===== src/rtl/cal_alarm_pkg.sv =====
package cal_alarm_pkg;
    localparam int NUM_FIELDS  = 6;
    localparam int FIELD_W     = 8;
    localparam int ALM_BITS    = NUM_FIELDS * FIELD_W;
    localparam int ADDR_STATUS = 6;
    localparam int ADDR_CTRL   = 7;
    localparam int CTRL_AUTO   = 7;
    localparam int CTRL_PULSE  = 6;

    typedef enum logic [1:0] {
        ST_IDLE  = 2'd0,
        ST_HOLD  = 2'd1,
        ST_PULSE = 2'd2
    } alm_state_e;
endpackage


===== src/rtl/cal_alarm_regs.sv =====
module cal_alarm_regs
    import cal_alarm_pkg::*;
#(
    parameter int ADDR_W = 4
) (
    input  logic                clk,
    input  logic                rst_n,
    input  logic                wr,
    input  logic                rd,
    input  logic [ADDR_W-1:0]   addr,
    input  logic [7:0]          wdata,
    output logic [7:0]          rdata,
    input  logic                flag,
    output logic [ALM_BITS-1:0] alarm_bytes,
    output logic                auto_clr,
    output logic                pulse_mode,
    output logic                flag_clr
);
    logic [FIELD_W-1:0] alm_q [NUM_FIELDS];
    logic               auto_q;
    logic               pulse_q;
    logic               hit_status;
    logic               hit_ctrl;

    assign hit_status = (addr == ADDR_W'(ADDR_STATUS));
    assign hit_ctrl   = (addr == ADDR_W'(ADDR_CTRL));

    for (genvar i = 0; i < NUM_FIELDS; i++) begin : g_field
        always_ff @(posedge clk or negedge rst_n) begin
            if (!rst_n) begin
                alm_q[i] <= '0;
            end else if (wr && addr == ADDR_W'(i)) begin
                alm_q[i] <= wdata;
            end
        end
        assign alarm_bytes[i*FIELD_W +: FIELD_W] = alm_q[i];
    end

    always_ff @(posedge clk or negedge rst_n) begin
        if (!rst_n) begin
            auto_q  <= 1'b0;
            pulse_q <= 1'b0;
        end else if (wr && hit_ctrl) begin
            auto_q  <= wdata[CTRL_AUTO];
            pulse_q <= wdata[CTRL_PULSE];
        end
    end

    assign auto_clr   = auto_q;
    assign pulse_mode = pulse_q;
    assign flag_clr   = (wr && hit_status && !wdata[0]) ||
                        (rd && hit_status && auto_q);

    always_comb begin
        rdata = '0;
        for (int i = 0; i < NUM_FIELDS; i++) begin
            if (addr == ADDR_W'(i)) rdata = alm_q[i];
        end
        if (hit_status) rdata = {7'b0, flag};
        if (hit_ctrl) begin
            rdata[CTRL_AUTO]  = auto_q;
            rdata[CTRL_PULSE] = pulse_q;
        end
    end
endmodule


===== src/rtl/cal_alarm_match.sv =====
module cal_alarm_match
    import cal_alarm_pkg::*;
(
    input  logic                tick,
    input  logic [ALM_BITS-1:0] alarm_bytes,
    input  logic [ALM_BITS-1:0] time_bytes,
    output logic                hit
);
    logic [NUM_FIELDS-1:0] field_en;
    logic [NUM_FIELDS-1:0] field_ok;

    for (genvar i = 0; i < NUM_FIELDS; i++) begin : g_cmp
        assign field_en[i] = alarm_bytes[i*FIELD_W + FIELD_W-1];
        assign field_ok[i] = !field_en[i] ||
            (alarm_bytes[i*FIELD_W +: FIELD_W-1] == time_bytes[i*FIELD_W +: FIELD_W-1]);
    end

    assign hit = tick && (|field_en) && (&field_ok);
endmodule


===== src/rtl/cal_alarm_fsm.sv =====
module cal_alarm_fsm
    import cal_alarm_pkg::*;
#(
    parameter int PULSE_LEN = 4,
    localparam int CNT_W    = $clog2(PULSE_LEN + 1)
) (
    input  logic             clk,
    input  logic             rst_n,
    input  logic             hit,
    input  logic             pulse_mode,
    input  logic             flag_clr,
    input  logic             fout_en,
    output logic             flag,
    output logic             irq_n,
    output alm_state_e       state,
    output logic [CNT_W-1:0] cnt
);
    alm_state_e       state_d;
    logic [CNT_W-1:0] cnt_d;
    logic             flag_d;

    always_ff @(posedge clk or negedge rst_n) begin
        if (!rst_n) begin
            state <= ST_IDLE;
            cnt   <= '0;
            flag  <= 1'b0;
        end else begin
            state <= state_d;
            cnt   <= cnt_d;
            flag  <= flag_d;
        end
    end

    always_comb begin
        state_d = state;
        cnt_d   = cnt;
        flag_d  = hit ? 1'b1 : (flag_clr ? 1'b0 : flag);
        if (hit) begin
            state_d = pulse_mode ? ST_PULSE : ST_HOLD;
            cnt_d   = CNT_W'(PULSE_LEN - 1);
        end else begin
            unique case (state)
                ST_IDLE: begin
                    state_d = ST_IDLE;
                end
                ST_HOLD: begin
                    if (flag_clr) state_d = ST_IDLE;
                end
                ST_PULSE: begin
                    if (cnt == '0) state_d = ST_IDLE;
                    else           cnt_d   = cnt - 1'b1;
                end
                default: begin
                    state_d = ST_IDLE;
                end
            endcase
        end
    end

    always_comb begin
        unique case (state)
            ST_HOLD, ST_PULSE: irq_n = fout_en;
            default:           irq_n = 1'b1;
        endcase
    end
endmodule


===== src/rtl/cal_alarm_unit.sv =====
module cal_alarm_unit
    import cal_alarm_pkg::*;
#(
    parameter int PULSE_LEN = 4,
    parameter int ADDR_W    = 4
) (
    input  logic              clk,
    input  logic              rst_n,
    input  logic              reg_wr,
    input  logic              reg_rd,
    input  logic [ADDR_W-1:0] reg_addr,
    input  logic [7:0]        reg_wdata,
    output logic [7:0]        reg_rdata,
    input  logic              time_tick,
    input  logic [7:0]        now_sec,
    input  logic [7:0]        now_min,
    input  logic [7:0]        now_hour,
    input  logic [7:0]        now_date,
    input  logic [7:0]        now_month,
    input  logic [7:0]        now_dow,
    input  logic              fout_en,
    output logic              alarm_flag,
    output logic              irq_n
);
    localparam int CNT_W = $clog2(PULSE_LEN + 1);

    logic [ALM_BITS-1:0] alarm_bytes;
    logic [ALM_BITS-1:0] time_bytes;
    logic                auto_clr;
    logic                pulse_mode;
    logic                flag_clr;
    logic                hit;
    alm_state_e          fsm_state;
    logic [CNT_W-1:0]    fsm_cnt;

    assign time_bytes = {now_dow, now_month, now_date, now_hour, now_min, now_sec};

    cal_alarm_regs #(.ADDR_W(ADDR_W)) u_regs (
        .clk         (clk),
        .rst_n       (rst_n),
        .wr          (reg_wr),
        .rd          (reg_rd),
        .addr        (reg_addr),
        .wdata       (reg_wdata),
        .rdata       (reg_rdata),
        .flag        (alarm_flag),
        .alarm_bytes (alarm_bytes),
        .auto_clr    (auto_clr),
        .pulse_mode  (pulse_mode),
        .flag_clr    (flag_clr)
    );

    cal_alarm_match u_match (
        .tick        (time_tick),
        .alarm_bytes (alarm_bytes),
        .time_bytes  (time_bytes),
        .hit         (hit)
    );

    cal_alarm_fsm #(.PULSE_LEN(PULSE_LEN)) u_fsm (
        .clk        (clk),
        .rst_n      (rst_n),
        .hit        (hit),
        .pulse_mode (pulse_mode),
        .flag_clr   (flag_clr),
        .fout_en    (fout_en),
        .flag       (alarm_flag),
        .irq_n      (irq_n),
        .state      (fsm_state),
        .cnt        (fsm_cnt)
    );
endmodule


===== config.mk =====
export PLATFORM = sky130hd
export DESIGN_NAME = cal_alarm_unit
export DESIGN_NICKNAME = d
export VERILOG_FILES = /design/src/rtl/cal_alarm_pkg.sv /design/src/rtl/cal_alarm_regs.sv /design/src/rtl/cal_alarm_match.sv /design/src/rtl/cal_alarm_fsm.sv /design/src/rtl/cal_alarm_unit.sv
export SDC_FILE = /design/constraint.sdc
export NUM_CORES = 1
export LEC_CHECK = 0
export CORE_ASPECT_RATIO = 0.5
export CORE_UTILIZATION = 45
export CTS_CLUSTER_DIAMETER = 150
export DETAILED_ROUTE_END_ITERATION = 10
export GPL_TIMING_DRIVEN = 0
export HOLD_SLACK_MARGIN = 0.05
export PLACE_DENSITY = 0.8
export REMOVE_ABC_BUFFERS = 1
export SYNTH_ARGS = -nofsm -noshare
export SYNTH_HDL_FRONTEND = slang
export SYNTH_HIERARCHICAL = 1
export SYNTH_SLANG_ARGS = --single-unit

===== constraint.sdc =====
create_clock -name clk -period 2.2 [get_ports clk]
set_input_delay 0.44 -clock clk [delete_from_list [all_inputs] [get_ports clk]]
set_output_delay 0.44 -clock clk [all_outputs]
set_load 0.02 [all_outputs]

* Yosys cells after proc, flatten, opt, wreduce, memory -nomap -nowiden *
Index checks and enable logic that the tools add are counted.

storage, ports and cells
  register bits = 56
  latch bits = 0
  memory bits (writable) = 0
  ROM bits = 0
  word-level logic and storage cells = 85
  memories = 0

operators by class
  $add $sub $neg = 1
  $mul = 0
  divide/modulo/power cells = 0
  $lt $le $gt $ge = 0
  eq/ne operators = 18
  shift operators = 0
  mux-type cells = 19
  bitwise operators = 0
  reductions and logical operators = 36

operators with widths
  kind                                                                   number
  8-bit 2-to-1 mux                                                       7
  7-bit equality test                                                    6
  4-bit by 3-bit equality test with 1-bit output, second input constant  4
  1-bit logical AND                                                      13
  2-bit 2-to-1 mux                                                       5
  3-bit 2-to-1 mux                                                       3
  4-bit by 2-bit equality test with 1-bit output, second input constant  2
  1-bit logical NOT                                                      7
  1-bit logical OR                                                       7
  3-bit by 1-bit != test with 1-bit output, second input constant        2
  6-bit AND reduction                                                    1
  6-bit OR reduction                                                     1
  4-bit by 1-bit equality test with 1-bit output, second input constant  1
  4-bit logical NOT                                                      1
  2-bit one-hot mux with 2 select lines                                  1
  2-bit AND reduction                                                    2
  2-bit nonzero test                                                     2
  3-bit logical NOT                                                      1
  1-bit 2-to-1 mux                                                       3
  3-bit by 1-bit subtractor with 3-bit output, second input constant     1
  2-bit by 1-bit equality test with 1-bit output, second input constant  1
  2-bit equality test, second input constant                             1
  2-bit by 1-bit != test with 1-bit output, second input constant        1
  2-bit OR reduction                                                     1

* Depth between registers and ports, before layout *
  depth in word-level cells = 9
  gate-level depth with buffers = 7

* By module *
Netlist, hierarchy kept.

modules (own cells, without submodules)
  module           instances  cells an instance  area each (um^2)  seq. area each (um^2)
  cal_alarm_regs   1          182                2476.1            1251.2
  cal_alarm_match  1          59                 486.7             0.0
  cal_alarm_fsm    1          31                 322.8             150.1

* Least setup slack after synthesis *
No wires, ideal clock.

  kind = input to output
  start point = input reg_addr[1]
  end point = output reg_rdata[0]
  data arrival time = 1.490 ns
  slack = 0.270 ns
  cell stages on the path = 5
  path buffers = 2
  cell sequence = buf_2 buf_2 nor3b_1 a21oi_1 o22ai_1

between the ends
  longest elaborated chain between the ends = 8

RTL lines
  what                            line                  RTL
  start, declared                 cal_alarm_unit.sv:11  input logic [ADDR_W-1:0] reg_addr,
  4-bit logical NOT               cal_alarm_regs.sv:57  if (addr == ADDR_W'(i)) rdata = alm_q[i];
  8-bit 2-to-1 mux (6 in series)  cal_alarm_regs.sv:57
  8-bit 2-to-1 mux *              cal_alarm_regs.sv:59  if (hit_status) rdata = {7'b0, flag};
  end, declared                   cal_alarm_unit.sv:13  output logic [7:0] reg_rdata,

Every way passes the cells marked *; elsewhere a longest branch is shown, timed or not.

* Final worst setup path *
  start point = register u_regs.alm_q, in the netlist u_regs/alarm_bytes[30]
  end point = output reg_rdata[6]

between the ends
  longest elaborated chain between the ends = 5

RTL lines
  what                             line                  RTL
  start, declared                  cal_alarm_regs.sv:19  logic [FIELD_W-1:0] alm_q [NUM_FIELDS];
  start signal, assigned by index  cal_alarm_regs.sv:33  alm_q[i] <= wdata;
  8-bit 2-to-1 mux (3 in series)   cal_alarm_regs.sv:57
  8-bit 2-to-1 mux                 cal_alarm_regs.sv:59
  2-bit 2-to-1 mux                 cal_alarm_regs.sv:60  if (hit_ctrl) begin

No other way between the ends.

==> impl_metrics.tcl <==
set metrics [dict create \
    yosys_register_bits 56 \
    cts.sinks 56 \
    grt_pass1_vias 2561 \
    cts_root_buffer "clkbuf_16" \
    grt_max_degree 31 \
    ys.flop_type "dfrtp_1" \
    num_vias 2416 \
    maxCapViolCount 0 \
    yosys.cell_types.count 50 \
    whs_ns 0.1627 \
    insertion_delay_ns 0.29 \
    die_h_um 62.42 \
    drive_above_1_share 0.2625 \
    ant_nets 0 \
    core_area_mm2 0.006858 \
    synthXorXnorAreaFrac 0.1146 \
    synth_top_area_cell "dfrtp_1" \
    synth-edff-count 0 \
    cts_max_level 2 \
    dp_cells 424 \
    start_util 0.4791 \
    routabilityCongestion 0.8395 \
    synthAdderAreaFrac 0.01523 \
    cts_setup_buffers 0 \
    synth_simple_gate_area_frac 0.1062 \
    core.rowCount 21 \
    synth_top_family_by_area "multiplexers" \
    grt.total_usage 0.2410 \
    synthArstFlopShare 1.000 \
    rsz0062_at_grt "true" \
    synthCells 272 \
    worst_pin_slew_ns 0.6284 \
    path_clk_slew_ns 0.07 \
    die_area_mm2 0.007668 \
    crit_required_ns 1.76 \
    fmax_mhz 464.9 \
    synth.cell_area_mm2 0.003286 \
    dpl.hpwl_um 6476 \
    finalNonFillerCells 431 \
    clock_path_buffers 2 \
    min_period_ns 2.151 \
    cts_tree "yes" \
    cp-start-kind "flop" \
    p_leak_nw 1.791 \
    drt_iter0_markers 151 \
    muxShareOfSynthArea 0.2327 \
    end_kind "output pin" \
    period_share 0.9776 \
    cts_buffers 5 \
    pwr_density_cell_mw_per_mm2 825.0 \
    avgRoutedWirePerCell_um 20.27 \
    synth_seq_area_share 0.4265 \
    grt_pass1_wl_um 13720 \
    synthTopCellsByArea "dfrtp_1 43%, mux2_2 17%, xor2_1 5.9%" \
    drv_slew 0 \
    viasPerCell 5.606 \
    finalHoldViolCount 0 \
    io_pins 76 \
    synth_top_area_frac 0.4265 \
    grt-ovfl-total 0 \
    worstPathArrival_ns 1.71 \
    critPathMaxFanout 3 \
    antenna_found_initial 0 \
    synth_common_cells "56 x dfrtp_1, 49 x mux2_2, 22 x xor2_1, 21 x xnor2_1" \
    insertedDiodeCount 0 \
    hold_buffers 0 \
    numPortBuffers 69 \
    drc_errors 0 \
    fin_nets 409 \
    outcome "completed" \
    firstDrtPassIters 4 \
    syn_to_final_growth_pct 29.86 \
    r2r_cells 7 \
    skew_ns 0.009543 \
    synth-compound-area-share 0.06816 \
    setup_viol 0 \
    yosys_warnings 6 \
    worstSetupPathType "flop to output pin" \
    drt-total-wl_um 8737 \
    avgSynthCellArea_um2 12.08 \
    min_path_type "input port to async pin" \
    ir_worst_vdd_mv 0.3378 \
    post-synth-top-count-cell "dfrtp_1" \
    max_slew_margin 0.5811 \
    die_x_um 122.8 \
]
## critical path: stages (launching register included)
cell	delay [ns]
dfrtp_1	0.41
mux4_2	0.50
o211a_1	0.22
clkdlybuf4s15_1	0.28
## power by group
part | total [mW] | internal, mW | switching, mW
clock | 1.02 | 0.647 | 0.373
sequential | 1.51 | 1.27 | 0.236
combinational | 0.989 | 0.553 | 0.435
total | 3.52 | 2.47 | 1.05
## path summary, 6_finish.rpt
path                       slack, ns                                  to                               start
setup / recovery                0.05                        reg_rdata[6]  u_regs/alarm_bytes[30]$_DFFE_PN0P_
hold / removal                  0.16   u_regs/alarm_bytes[2]$_DFFE_PN0P_                               rst_n
setup reg to reg                0.09          u_fsm/state[1]$_DFFE_PN0P_  u_regs/alarm_bytes[33]$_DFFE_PN0P_
hold reg to reg                 0.53            u_fsm/cnt[0]$_DFFE_PN0P_            u_fsm/cnt[0]$_DFFE_PN0P_
max in group asynchronous       1.45  u_regs/alarm_bytes[23]$_DFFE_PN0P_                               rst_n
min in group clk                0.53            u_fsm/cnt[0]$_DFFE_PN0P_            u_fsm/cnt[0]$_DFFE_PN0P_
## area by class of cell
class | instances | area [µm²]
Sequential cell | 56 | 1401
Fill cell | 510 | 2591
Clock inverter | 2 | 60.06
Tap cell | 92 | 115.1
Timing Repair Buffer | 70 | 710.7
Multi-Input combinational cell | 196 | 1812
Inverter | 10 | 42.54
Clock buffer | 5 | 125.1
## cell usage in the layout (no fill, tap or decap), types with 3 or more instances in the layout
cell type,synthesis,routed
a21oi_1,5,5
nand2_1,10,10
nor2_1,9,9
dlygate4sd2_1,0,6
ha_1,4,4
mux2_2,49,49
xnor2_1,21,21
clkdlybuf4s50_1,0,52
dlymetal6s2s_1,0,3
mux4_2,5,5
o21ai_0,7,7
clkbuf_16,0,5
dfrtp_1,56,56
inv_1,9,9
o31ai_1,3,3
xor2_1,22,20
nand4_1,6,6
mux2i_1,10,10
nand2_2,3,3
## metal layers
| layer | global-route usage | share of wire | wire, µm |
|---|---|---|---|
| met3 | 0.04380 | 0.049 | 424 |
| met5 | 0 | 0 | 0 |
| met2 | 0.3947 | 0.49 | 4293 |
| met1 | 0.3252 | 0.44 | 3875 |
| met4 | 0.07317 | 0.016 | 143 |
## kinds of logic (layout without fill, tap and decap cells)
| kind of cell | Yosys count | in the layout |
|---|---|---|
| AOI/OAI and AO/OA | 32 | 32 |
| xor gates and xnor gates | 43 | 43 |
| adders and majority gates | 4 | 4 |
| buffers and inverters | 20 | 87 |
| DFF | 56 | 56 |
| muxes | 64 | 64 |
| and+or+nand+nor | 53 | 53 |
## per-stage QoR
step / TNS [ns] / power, mW / instance area (µm²) / setup slack (ns) / util
after global routing: -0.02192 / 3.654 / 4267 / -0.01127 / 0.6221
after CTS: 0 / 3.492 / 4227 / 0.002174 / 0.6163
final: 0 / 3.520 / 4267 / 0.04920 / 0.6221
after detailed placement: -52.50 / 2.488 / 4029 / -1.599 / 0.5875
after floorplan: 0 / 2.063 / 3208 / 0.4073 / -
after global placement: -104.03 / 2.423 / 4014 / -1.557 / 0.5853
## sequential cells by signal (all words and copies together), names as in the netlist
| name | count |
|---|---|
| u_regs/alarm_bytes | 48 |
| u_fsm/cnt | 3 |
| u_fsm/state | 2 |
| u_fsm/flag | 1 |
| u_regs/auto_clr | 1 |
| u_regs/pulse_mode | 1 |
## what timing repair did
action / in CTS / in global routing
pin swaps: 2 / 6
endpoints found under the setup margin: 65 / 18
gates resized for setup: 42 / 14
No activity file was read; power rests on OpenSTA's default activity.
